$ cat src/rtl/kbscan_pkg.sv
package kbscan_pkg;

    localparam int KB_ROWS  = 8;
    localparam int KB_COLS  = 8;
    localparam int KB_PRE_W = 8;

    typedef enum logic [1:0] {
        MODE_EXCL = 2'd0,
        MODE_INDEP = 2'd1,
        MODE_RAW = 2'd2
    } kb_mode_e;

    function automatic kb_mode_e kb_mode_decode(input logic [1:0] code);
        case (code)
            2'd1:    return MODE_INDEP;
            2'd2:    return MODE_RAW;
            default: return MODE_EXCL;
        endcase
    endfunction

endpackage

$ cat src/rtl/kb_timer.sv
module kb_timer #(
    parameter int ROWS  = 8,
    parameter int PRE_W = 8,
    localparam int ROW_W = $clog2(ROWS)
) (
    input  logic             clk,
    input  logic             rst,
    input  logic             clear,
    input  logic [PRE_W-1:0] presc,
    output logic [ROW_W-1:0] row,
    output logic             tick
);

    logic [PRE_W-1:0] cnt_q;

    assign tick = (cnt_q == presc);

    always_ff @(posedge clk) begin
        if (rst || clear) begin
            cnt_q <= '0;
            row   <= '0;
        end else if (tick) begin
            cnt_q <= '0;
            row   <= (row == ROW_W'(ROWS - 1)) ? '0 : row + ROW_W'(1);
        end else begin
            cnt_q <= cnt_q + PRE_W'(1);
        end
    end

endmodule

$ cat src/rtl/kb_matrix.sv
module kb_matrix
    import kbscan_pkg::*;
#(
    parameter int ROWS = 8,
    parameter int COLS = 8,
    localparam int ROW_W = $clog2(ROWS),
    localparam int COL_W = $clog2(COLS)
) (
    input  logic             clk,
    input  logic             rst,
    input  logic             clear,
    input  logic             tick,
    input  logic [ROW_W-1:0] row,
    input  logic [COLS-1:0]  ret,
    input  kb_mode_e         mode,
    output logic             push_vld,
    output logic [ROW_W-1:0] push_row,
    output logic [COLS-1:0]  push_data
);

    // per-key state: last raw sample, settled level, already-entered
    logic [ROWS-1:0][COLS-1:0] prev_q, deb_q, ent_q;

    logic [COLS-1:0]  cur_prev, cur_deb, new_deb, keep_ent, cand, new_ent;
    logic [COL_W-1:0] pick;
    logic             key_push, raw_push, allow;
    int               total;

    assign cur_prev = prev_q[row];
    assign cur_deb  = deb_q[row];

    // settle high when two samples agree high, low when two agree low
    assign new_deb  = (ret & cur_prev) | (cur_deb & (ret | cur_prev));
    assign keep_ent = ent_q[row] & new_deb;
    assign cand     = new_deb & ~keep_ent;

    always_comb begin
        total = 0;
        for (int r = 0; r < ROWS; r++) begin
            if (ROW_W'(r) == row)
                total += $countones(new_deb);
            else
                total += $countones(deb_q[r]);
        end
    end

    always_comb begin
        pick = '0;
        for (int c = COLS - 1; c >= 0; c--) begin
            if (cand[c]) pick = COL_W'(c);
        end
    end

    assign allow    = (mode == MODE_INDEP) || (total == 1);
    assign key_push = tick && (mode != MODE_RAW) && (|cand) && allow;
    assign raw_push = tick && (mode == MODE_RAW) && (ret != cur_prev);
    assign new_ent  = keep_ent | (key_push ? (COLS'(1) << pick) : '0);

    assign push_vld  = key_push || raw_push;
    assign push_row  = row;
    assign push_data = (mode == MODE_RAW) ? ret : COLS'(pick);

    always_ff @(posedge clk) begin
        if (rst || clear) begin
            prev_q <= '0;
            deb_q  <= '0;
            ent_q  <= '0;
        end else if (tick) begin
            prev_q[row] <= ret;
            if (mode != MODE_RAW) begin
                deb_q[row] <= new_deb;
                ent_q[row] <= new_ent;
            end
        end
    end

endmodule

$ cat src/rtl/kb_fifo.sv
module kb_fifo #(
    parameter int DEPTH = 8,
    parameter int W     = 11,
    localparam int PTR_W = $clog2(DEPTH),
    localparam int CNT_W = $clog2(DEPTH + 1)
) (
    input  logic         clk,
    input  logic         rst,
    input  logic         push,
    input  logic [W-1:0] pdata,
    input  logic         pop,
    output logic [W-1:0] rdata,
    output logic         nonempty,
    output logic         ovr
);

    logic [W-1:0]     mem [DEPTH];
    logic [PTR_W-1:0] wr_q, rd_q;
    logic [CNT_W-1:0] cnt_q;
    logic             full, do_pop, do_push;

    assign full     = (cnt_q == CNT_W'(DEPTH));
    assign nonempty = (cnt_q != '0);
    assign do_pop   = pop && nonempty;
    assign do_push  = push && (!full || do_pop);
    assign rdata    = mem[rd_q];

    always_ff @(posedge clk) begin
        if (do_push) mem[wr_q] <= pdata;
    end

    always_ff @(posedge clk) begin
        if (rst) begin
            wr_q  <= '0;
            rd_q  <= '0;
            cnt_q <= '0;
            ovr   <= 1'b0;
        end else begin
            if (do_push)
                wr_q <= (wr_q == PTR_W'(DEPTH - 1)) ? '0 : wr_q + PTR_W'(1);
            if (do_pop)
                rd_q <= (rd_q == PTR_W'(DEPTH - 1)) ? '0 : rd_q + PTR_W'(1);
            if (do_push && !do_pop)
                cnt_q <= cnt_q + CNT_W'(1);
            else if (do_pop && !do_push)
                cnt_q <= cnt_q - CNT_W'(1);
            if (pop)
                ovr <= 1'b0;
            else if (push && full)
                ovr <= 1'b1;
        end
    end

endmodule

$ cat src/rtl/kbscan_ctrl.sv
module kbscan_ctrl
    import kbscan_pkg::*;
#(
    parameter int ROWS       = KB_ROWS,
    parameter int COLS       = KB_COLS,
    parameter int FIFO_DEPTH = 8,
    parameter int PRE_W      = KB_PRE_W,
    parameter int PRESC_RST  = 3,
    localparam int ROW_W = $clog2(ROWS),
    localparam int ENT_W = ROW_W + COLS
) (
    input  logic             clk,
    input  logic             rst,
    input  logic             cfg_we,
    input  logic [PRE_W+1:0] cfg_wdata,
    output logic [ROW_W-1:0] scan_row,
    input  logic [COLS-1:0]  ret_in,
    input  logic             rd_stb,
    output logic [ENT_W-1:0] rd_data,
    output logic             irq,
    output logic             ovr
);

    kb_mode_e         mode_q;
    logic [PRE_W-1:0] presc_q;
    logic             tick;
    logic             mat_push;
    logic [ROW_W-1:0] mat_row;
    logic [COLS-1:0]  mat_data;

    always_ff @(posedge clk) begin
        if (rst) begin
            mode_q  <= MODE_EXCL;
            presc_q <= PRE_W'(PRESC_RST);
        end else if (cfg_we) begin
            mode_q  <= kb_mode_decode(cfg_wdata[PRE_W+1:PRE_W]);
            presc_q <= cfg_wdata[PRE_W-1:0];
        end
    end

    kb_timer #(.ROWS(ROWS), .PRE_W(PRE_W)) u_tmr (
        .clk   (clk),
        .rst   (rst),
        .clear (cfg_we),
        .presc (presc_q),
        .row   (scan_row),
        .tick  (tick)
    );

    kb_matrix #(.ROWS(ROWS), .COLS(COLS)) u_mat (
        .clk       (clk),
        .rst       (rst),
        .clear     (cfg_we),
        .tick      (tick),
        .row       (scan_row),
        .ret       (ret_in),
        .mode      (mode_q),
        .push_vld  (mat_push),
        .push_row  (mat_row),
        .push_data (mat_data)
    );

    kb_fifo #(.DEPTH(FIFO_DEPTH), .W(ENT_W)) u_fifo (
        .clk      (clk),
        .rst      (rst),
        .push     (mat_push),
        .pdata    ({mat_row, mat_data}),
        .pop      (rd_stb),
        .rdata    (rd_data),
        .nonempty (irq),
        .ovr      (ovr)
    );

endmodule

$ cat config.mk
export PLATFORM = sky130hd
export DESIGN_NAME = kbscan_ctrl
export DESIGN_NICKNAME = d
export VERILOG_FILES = /design/src/rtl/kbscan_pkg.sv /design/src/rtl/kb_timer.sv /design/src/rtl/kb_matrix.sv /design/src/rtl/kb_fifo.sv /design/src/rtl/kbscan_ctrl.sv
export SDC_FILE = /design/constraint.sdc
export NUM_CORES = 1
export LEC_CHECK = 0
export BUFFER_PORTS_ARGS = -buffer_cell sky130_fd_sc_hd__buf_2
export CORE_ASPECT_RATIO = 0.8
export CORE_MARGIN = 2
export CORE_UTILIZATION = 45
export DETAILED_ROUTE_END_ITERATION = 10
export PLACE_DENSITY = 0.73
export RECOVER_POWER = 100
export SLEW_MARGIN = 25
export SYNTH_ARGS = -nofsm -noshare
export SYNTH_HDL_FRONTEND = slang
export SYNTH_SLANG_ARGS = --single-unit
$ cat constraint.sdc
create_clock -name clk -period 22.5 [get_ports clk]
set_clock_uncertainty 0.15 [all_clocks]
set_input_delay 4.5 -clock clk [delete_from_list [all_inputs] [get_ports clk]]
set_output_delay 4.5 -clock clk [all_outputs]
set_load 0.01 [all_outputs]
==> flow_summary.yaml, run 1 <==
finish:
  layout_commonest_cell: "nor2_1"
  final_cells: 2381
  multi_input_area_um2: 10100
  fillCellCount: 3512
  seq_area_um2: 7190
  drive_gt1_share_pct: 12.1
  area_growth_pct: 10.4
  final_cell_mix: "nor2_1, dfxtp_1, ha_1, inv_1, o21ai_0"
  final_core_util_pct: 50.5
  fin_nets: 2028
  antennaDiodeCount: 0
sta:
  min_period_ns: 21.60
  drv_slew: 286
  maxSlewHeadroom_pct: -156
  rsz0062_at_grt: "no"
  worst_pin_slew_ns: 3.84
  max_freq_ghz: 0.0463
  setup_viol: 0
  whs_ns: 0.329
  period_share_pct: 96.0
  hold_violations: 0
logic_synthesis:
  synth_top_area_cell: "dfxtp_1"
  syn_area_per_cell_um2: 10.1
  syn_area_um2: 18100
  async_reset_ff_share_pct: 0
  synth.distinct_cells: 89
  synth_ff_type: "dfxtp_1"
  synth_edf_count: 88
  yosysWarnings: 0
  synth_area_leaders: "dfxtp_1, edfxtp_1, ha_1"
  synth_fp_nets: 1995
  synth_top_cell_area_share_pct: 25.2
  ys_seq_elements: 315
  synthCells: 1789
  seq_area_frac_synth_pct: 39.8
power:
  p_total_mw: 1.22
  peakVddDrop_uv: 55.0
  power.density_nw_per_um2: 61.3
  leakage_nw: 7.87
die:
  die_w_um: 228
  pin_count: 38
  fp-row-count: 65
  start_util_pct: 45.7
  die_area_um2: 41800
  die_h_um: 183
  fp.coreArea_um2: 39500
run:
  cap_violations: 6
worst_setup_path:
  reg2reg_from: "u_tmr.row[2]"
  startpoint: "ret_in[6]"
  rr_endpoint: "u_fifo.cnt_q[3]"
  r2r_slack_ns: 1.17
  crit_required_ns: 22.83
  slowest_delay_ns: 0.56
  rr_worst_depth: 81
  endpoint_kind: "register"
  slowest_stage: "fa_1"
  path_class: "primary input to register"
  crit_arrival_ns: 21.93
  start_kind: "primary input"
  critPathMostFrequentCell: "fa_1"
  cp-endpoint: "u_fifo.cnt_q[3]"
  cp_max_fo: 4
detailed_routing:
  antenna_left: 0
  drt-pass1-iter-count: 6
  wl_per_cell_um: 20.3
  drc: 0
  routed-via-count: 14100
  via_per_inst: 5.92
  drt-total-wl_um: 48400
  drt-initial-drc-count: 1411
cts:
  root_buffer: "clkbuf_16"
  cts_buffer_depth: 3
  cts_sinks: 315
  cts_tree: "yes"
  cts_made_buffers: 29
  cts_htree_levels: 1
  clk_pin_slew_worst_paths_ns: 0.07
  clock_latency_ns: 0.57
grt:
  grtUsageMet2_pct: 34.3
  antenna_found_initial: 0
  grt_first_pass_wirelength_um: 75200
  grt_pass1_vias: 13600
  use_met3_pct: 5.18
  grt_max_degree: 86
  grt_util_met1_pct: 32.5
  grt_overflow: 0
  grtUsageTotal_pct: 22.7
  top_usage_layer: "met2"
placement:
  placed_cells: 2324
  gp_congestion: 0.919
  dpl.hpwl_um: 34400
  io_buffers: 37
min_path:
  hp-class: "register to register"
run_status:
  failed_checks: "max-capacitance violations, max-slew violations"
  status: "finished, violations left"
## critical path: cells and delay by family
family / cells / cell delay, ns
AO/OA/AOI/OAI: 12 / 1.97
XOR/XNOR: 2 / 0.32
adder cells (fa/ha/maj): 28 / 11.60
buffers and inverters: 24 / 1.73
multiplexers: 4 / 0.71
AND/OR/NAND/NOR: 8 / 1.09
## per-stage QoR
stage	TNS (ns)	cell area [µm²]	setup WS [ns]
2_1_floorplan	0	18100	0.0128
3_3_place_gp	-0.0376	19000	-0.0376
3_5_place_dp	-0.969	19000	-0.565
4_1_cts	0	20000	0.125
5_1_grt	0	19900	0.0675
6_report	0	19900	0.902
## cell families after synthesis
kind of cell    count (synthesis)  share of synthesized area, %
flops                         315                          39.8
buf+inv                       203                          4.50
mux                           142                          10.7
xor+xnor                       40                          2.10
compound gates                408                          15.2
simple gates                  497                          12.5
fa+ha+maj                     184                          15.2
## how the worst min path moves through the flow
stage | to | cells past startpoint | slack, ns | start
after CTS | u_mat.ent_q[25] | 2 | 0.33 | u_mat.ent_q[25]
after detailed placement | u_mat.ent_q[25] | 2 | 0.31 | u_mat.ent_q[25]
after global placement | u_mat.ent_q[17] | 2 | 0.30 | u_mat.ent_q[17]
after floorplan | u_mat.ent_q[32] | 2 | 0.29 | u_mat.ent_q[32]
final | u_mat.ent_q[33] | 2 | 0.33 | u_mat.ent_q[33]
after global routing | u_mat.ent_q[40] | 2 | 0.36 | u_mat.ent_q[40]
## final cells by class
cell class | instances | share of cell area, %
Inverter | 112 | 2.12
Multi-Input combinational cell | 1271 | 50.7
Clock buffer | 43 | 4.41
Clock inverter | 11 | 0.452
Sequential cell | 315 | 36.0
Tap cell | 536 | 3.36
Timing Repair Buffer | 93 | 2.90
## power breakdown
part	switching [mW]	internal, mW	total (mW)	leakage [nW]
Combinational	0.0684	0.0575	0.126	4.75
Clock	0.217	0.283	0.500	0.486
Sequential	0.00987	0.588	0.598	2.64
## synthesized netlist by cell type (all sizes together) (30+ instances only)
cell      n
fa       58
mux2i    69
clkbuf   62
dfxtp   227
ha      126
a21oi    91
inv     110
mux4     37
nor3     39
nand3    32
mux2     36
edfxtp   88
a211oi   78
a31oi    30
nor2    270
o21ai    99
nand2    61
## metal layers
layer | wire length (µm) | part of all wire, %
met1 | 21400 | 44
met2 | 20700 | 43
met3 | 4870 | 10
met4 | 1310 | 2.7
met5 | 0 | 0
## registers in the layout, indices dropped and copies added, names as in the netlist, named ones only
name and flops:
u_fifo.mem 88, u_mat.deb_q 64, u_mat.ent_q 64, u_mat.prev_q 64, presc_q 8, u_tmr.cnt_q 8
u_fifo.cnt_q 4, u_fifo.rd_q 3, u_fifo.wr_q 3, u_tmr.row 3, mode_q 2, u_fifo.ovr 1
## timing repair
action                                  in CTS  in global routing
buffers inserted                             1                  1
hold buffers                                 0                  0
pin swaps                                    1                  4
hold endpoints to repair                     0                  0
cloned                                       0                  0
resized for setup                            0                 13
endpoints found under the setup margin       1                 91
Power figures use the tool's default switching activity.
==> inputs of run 2 (changes only) <==
--- a/config.mk
+++ b/config.mk
@@ -10,7 +10,7 @@
 export CORE_MARGIN = 2
 export CORE_UTILIZATION = 45
 export DETAILED_ROUTE_END_ITERATION = 10
-export PLACE_DENSITY = 0.73
+export PLACE_DENSITY = 0.7
 export RECOVER_POWER = 100
 export SLEW_MARGIN = 25
 export SYNTH_ARGS = -nofsm -noshare
==> constraint.sdc (replaced) <==
create_clock -name clk -period 23 [get_ports clk]
set_clock_uncertainty 0.15 [all_clocks]
set_input_delay 4.6 -clock clk [delete_from_list [all_inputs] [get_ports clk]]
set_output_delay 4.6 -clock clk [all_outputs]
set_load 0.01 [all_outputs]
==> run 2 against run 1 <==
Compared with the run above:
- the flow still finishes with violations (max-capacitance violations, max-slew violations)
- register-to-register slack improved by 0.20 ns
- sequential power fell by 2%
- highest routed layer is now met5
- final area rose by 0.50%
- via count fell by 1.1%
- core utilization rose by 0.25 points
- combinational power barely moved
- cell count fell by 0.21%
- count of clock-buffer cells in the layout fell by 6
- non-clock buffer count fell by 6
- largest power group unchanged
- routed wire length rose by 1.1%
==> flow_summary.yaml, run 2 (synthesis gave the netlist of run 1 again) <==
run_status:
  status: "finished, violations left"
  failed_checks: "max-capacitance violations, max-slew violations"
worst_setup_path:
  cp_num_buf_inv: 23
  crit_required_ns: 23.34
  reg2reg_from: "u_tmr.row[0]"
  r2r_slack_ns: 1.37
  path_class: "primary input to register"
  cp_max_fo: 6
  crit_arrival_ns: 22.48
  rr_endpoint: "u_fifo.cnt_q[3]"
  slowest_delay_ns: 0.57
  start_kind: "primary input"
  slowest_stage: "fa_1"
  critPathMostFrequentCell: "fa_1"
  critPathTopFamily: "adder cells"
  rr_worst_depth: 78
  endpoint_kind: "register"
cts:
  root_buffer: "clkbuf_16"
  cts_made_buffers: 29
  cts_tree: "yes"
  clk_pin_slew_worst_paths_ns: 0.07
  cts_buffer_depth: 3
  clock_latency_ns: 0.57
  cts_htree_levels: 1
  cts_sinks: 315
placement:
  placed_cells: 2313
  placed_area_um2: 18900
  dpl.hpwl_um: 34900
  io_buffers: 37
  dp_slack_ns: -0.626
  gp_congestion: 0.962
detailed_routing:
  routed-via-count: 13900
  drt-initial-drc-count: 1642
  drt-total-wl_um: 48900
  drc: 0
  antenna_left: 0
  drt-pass1-iter-count: 6
  wl_per_cell_um: 20.6
  via_per_inst: 5.86
grt:
  grtUsageTotal_pct: 22.9
  grt_max_degree: 85
  grt_first_pass_wirelength_um: 76000
  grt_overflow: 0
  antenna_found_initial: 1
  grt_pass1_vias: 13500
sta:
  drv_slew: 40
  period_share_pct: 96.2
  worst_pin_slew_ns: 2.26
  setup_viol: 0
  min_period_ns: 22.14
  maxSlewHeadroom_pct: -50.6
  max_freq_ghz: 0.0452
  worst_slack_ns: 0.863
  hold_violations: 0
  whs_ns: 0.314
  setup_tns_ns: 0
finish:
  fin_nets: 2022
  area_growth_pct: 11.0
  final_cell_mix: "nor2_1, dfxtp_1, ha_1, inv_1, o21ai_0"
  regMostFlops: "u_fifo.mem"
  design_area_um2: 20000
  final_cells: 2376
  layout_commonest_cell: "nor2_1"
  largest_register_ffs: 88
  final_core_util_pct: 50.7
  multi_input_area_um2: 10200
  fillCellCount: 3537
  seq_area_um2: 7190
  drive_gt1_share_pct: 13.8
power:
  leakage_nw: 7.95
  power.density_nw_per_um2: 60.8
  peakVddDrop_uv: 58.4
  p_total_mw: 1.22
die:
  die_area_um2: 41800
  die_h_um: 183
  fp-row-count: 65
  pin_count: 38
  fp.coreArea_um2: 39500
  die_w_um: 228
  start_util_pct: 45.7
min_path:
  min_to: "u_fifo.ovr"
  worstHoldStart: "u_fifo.ovr"
  hp-class: "register to register"
  hold_path_depth: 2
run:
  cap_violations: 1
run 2: cell count changes in the layout (fill, tap and decap cells not counted), moves of 3 or more:
cell	delta
clkbuf_1	-26
buf_2	+15
clkinvlp_4	+3
buf_4	+5
clkbuf_8	-6
run 2: how the worst max path moves through the flow:
stage | to | slack [ns] | startpoint | depth (start not counted)
after global placement | u_fifo.cnt_q[3] | 0.003 | ret_in[7] | 77
after global routing | u_fifo.cnt_q[3] | -0.03 | ret_in[6] | 77
after CTS | u_fifo.cnt_q[3] | 0.11 | ret_in[7] | 77
final | u_fifo.cnt_q[3] | 0.86 | ret_in[7] | 77
after detailed placement | u_fifo.cnt_q[3] | -0.63 | ret_in[7] | 77
after floorplan | u_fifo.cnt_q[3] | 0.12 | ret_in[4] | 75
run 2: area by class of cell:
| class | count | share of cell area [%] |
|---|---|---|
| multi-input combinational | 1271 | 50.8 |
| sequential | 315 | 35.9 |
| clock buffer | 37 | 4.08 |
| tap | 536 | 3.34 |
| timing repair buffer | 87 | 2.81 |
| inverter | 112 | 2.11 |
| clock inverter | 17 | 0.942 |
| antenna | 1 | 0.0125 |
run 2: power by group:
group,internal [mW],switching [mW],total (mW)
clock,0.289,0.220,0.509
sequential,0.575,0.00990,0.585
combinational,0.0580,0.0669,0.125
total,0.922,0.297,1.22
run 2: repair_timing:
item	in CTS	in global routing
buffers inserted	0	8
gates resized for setup	1	13
pin swaps	0	5
endpoints found under the setup margin	1	26
hold buffers	0	0
run 2: worst register-to-register path: cells and delay by family (launching register included):
| kind | cells | cell delay (ns) |
|---|---|---|
| adders and majority gates | 28 | 11.90 |
| xor gates and xnor gates | 2 | 0.49 |
| and+or+nand+nor | 9 | 1.65 |
| muxes | 4 | 0.78 |
| buffers and inverters | 21 | 3.08 |
| DFF | 1 | 0.99 |
| AOI/OAI and AO/OA | 14 | 2.55 |
run 2: routing by layer:
metal / wire, µm / GRT usage [%] / up-vias
li1: - / - / 6503
met1: 22100 / 33.0 / 6737
met2: 20900 / 34.0 / 587
met3: 4740 / 6.31 / 94
met4: 1160 / 5.78 / 2
met5: 14 / 0 / -
==> inputs of run 3 (changes only) <==
--- a/config.mk
+++ b/config.mk
@@ -7,9 +7,9 @@
 export LEC_CHECK = 0
 export BUFFER_PORTS_ARGS = -buffer_cell sky130_fd_sc_hd__buf_2
 export CORE_ASPECT_RATIO = 0.8
-export CORE_MARGIN = 2
 export CORE_UTILIZATION = 45
 export DETAILED_ROUTE_END_ITERATION = 10
+export GPL_TIMING_DRIVEN = 0
 export PLACE_DENSITY = 0.7
 export RECOVER_POWER = 100
 export SLEW_MARGIN = 25
==> run 3 against run 2 <==
Compared with the run above:
- fmax fell by 0.67%
- the flow still finishes with violations (max-capacitance violations, max-slew violations)
- die area fell by 2.0%
- sequential power barely moved
- register-to-register slack improved by 0.19 ns
- first-iteration DRC count fell by 7.4%
- total power rose by 2.6%
- largest power group unchanged
- routed wire length rose by 13%
==> flow_summary.yaml, run 3 (synthesis gave the netlist of run 1 again) <==
cts:
  clk_pin_slew_worst_paths_ns: 0.07
  cts_htree_levels: 1
  cts_buffer_depth: 3
  root_buffer: "clkbuf_16"
  cts_made_buffers: 30
  ctsHoldBuffers: 0
  cts_tree: "yes"
  clock_latency_ns: 0.59
  cts_sinks: 315
placement:
  io_buffers: 37
  gp_congestion: 1.04
  dp_slack_ns: -2.65
  dpl.hpwl_um: 40700
detailed_routing:
  wl_per_cell_um: 22.5
  drt-pass1-iter-count: 6
  via_per_inst: 6.00
  antenna_left: 0
  routed-via-count: 14700
  drt-initial-drc-count: 1521
  drt-total-wl_um: 55000
  drc: 0
worst_setup_path:
  critPathMostFrequentCell: "fa_1"
  endpoint_kind: "register"
  cp_max_fo: 6
  crit_arrival_ns: 22.62
  crit_required_ns: 23.34
  slowest_delay_ns: 0.56
  path_class: "primary input to register"
  cp_num_buf_inv: 23
  start_kind: "primary input"
  critPathTopFamily: "adder cells"
  slowest_stage: "fa_1"
die:
  fp.coreArea_um2: 39500
  fp-row-count: 65
  die_area_um2: 40900
  die_w_um: 226
  die_h_um: 181
  pin_count: 38
  start_util_pct: 45.7
power:
  seqPwrFrac_pct: 46.6
  p_int_mw: 0.944
  clockPowerShare_pct: 42.8
  power.density_nw_per_um2: 61.4
  pwr-share-comb_pct: 10.5
  switching_power_mw: 0.306
  p_sw_share_pct: 24.5
  peakVddDrop_uv: 75.5
  leakage_nw: 8.00
finish:
  largest_register_ffs: 88
  final_cell_mix: "nor2_1, dfxtp_1, ha_1, inv_1, o21ai_0"
  antennaDiodeCount: 0
  layout_commonest_cell: "nor2_1"
  fin_nets: 2092
  fillCellCount: 3595
  drive_gt1_share_pct: 13.0
  area_growth_pct: 12.7
  regMostFlops: "u_fifo.mem"
  final_core_util_pct: 51.5
grt:
  grt_pass1_vias: 14200
  grt_first_pass_wirelength_um: 83300
  grt_overflow: 0
  grt_max_degree: 18
  grtUsageTotal_pct: 26.8
  antenna_found_initial: 1
sta:
  hold_violations: 0
  max_freq_ghz: 0.0449
  worst_pin_slew_ns: 1.63
  worst_slack_ns: 0.713
  min_period_ns: 22.29
  maxSlewHeadroom_pct: -9.51
  setup_viol: 0
  period_share_pct: 96.9
  drv_slew: 9
run_status:
  failed_checks: "max-capacitance violations, max-slew violations"
  status: "finished, violations left"
min_path:
  hp-class: "register to register"
run:
  cap_violations: 1
run 3: changes by cell type in the layout (fill, tap and decap cells not counted), sizes merged:
cell,change
inv,-3
buf,-9
clkbuf,+84
clkinv,-1
diode,-1
run 3: timing repair:
item	4_1_cts	5_1_grt
gates resized for setup	17	27
setup endpoints to repair	160	97
pin swaps	5	5
buffers inserted	7	10
run 3: worst paths after layout:
check | startpoint | to | depth (start not counted) | slack [ns]
worst max-delay path | ret_in[6] | u_fifo.cnt_q[3] | 77 | 0.71
worst min-delay path | u_mat.ent_q[57] | u_mat.ent_q[57] | 2 | 0.33
worst max register to register | u_tmr.row[2] | u_fifo.cnt_q[3] | 81 | 1.56
worst min register to register | u_mat.ent_q[57] | u_mat.ent_q[57] | 2 | 0.33
run 3: routing by layer:
| metal | global-route usage (%) | share of wire, % |
|---|---|---|
| met1 | 36.9 | 42 |
| met2 | 39.7 | 42 |
| met3 | 8.86 | 12 |
| met4 | 8.00 | 3.4 |
| met5 | 0 | 0 |
run 3: final cells by class:
type	count	area (µm²)	share of cell area (%)
multi-input cells	1271	10200	50.2
flip-flops and latches	315	7190	35.3
clock buffers	43	921	4.52
well taps	536	671	3.29
inverters	112	427	2.10
plain buffers	91	407	2.00
repair buffers	65	367	1.80
clock inverters	13	151	0.744
run 3: power by group through the flow:
| stage | Clock [mW] | Combinational (mW) | Sequential (mW) |
|---|---|---|---|
| after CTS | 0.535 | 0.133 | 0.583 |
| final | 0.535 | 0.132 | 0.583 |
| after detailed placement | 0 | 0.131 | 0.595 |
| after global routing | 0.556 | 0.144 | 0.584 |
| after floorplan | 0 | 0.0921 | 0.593 |
| after global placement | 0 | 0.127 | 0.595 |
run 3: worst reg2reg max path: cells and delay by family (launching register included):
family / cells / cell delay [ns]
xor+xnor: 2 / 0.35
simple gates: 8 / 1.35
flops: 1 / 0.86
mux: 5 / 1.03
fa+ha+maj: 28 / 11.82
compound gates: 13 / 2.41
buf+inv: 25 / 3.36
run 3: per-stage QoR:
step | instances | power (mW) | hold slack (ns) | cell area [µm²] | setup TNS (ns)
after floorplan | 1789 | 0.685 | 0.288 | 18100 | 0
after global placement | 2362 | 0.722 | 0.300 | 18900 | -295.19
after detailed placement | 2373 | 0.727 | 0.307 | 19100 | -243.36
after CTS | 2436 | 1.25 | 0.328 | 20300 | 0
after global routing | 2446 | 1.28 | 0.349 | 20400 | -0.0345
final | 2446 | 1.25 | 0.332 | 20400 | 0
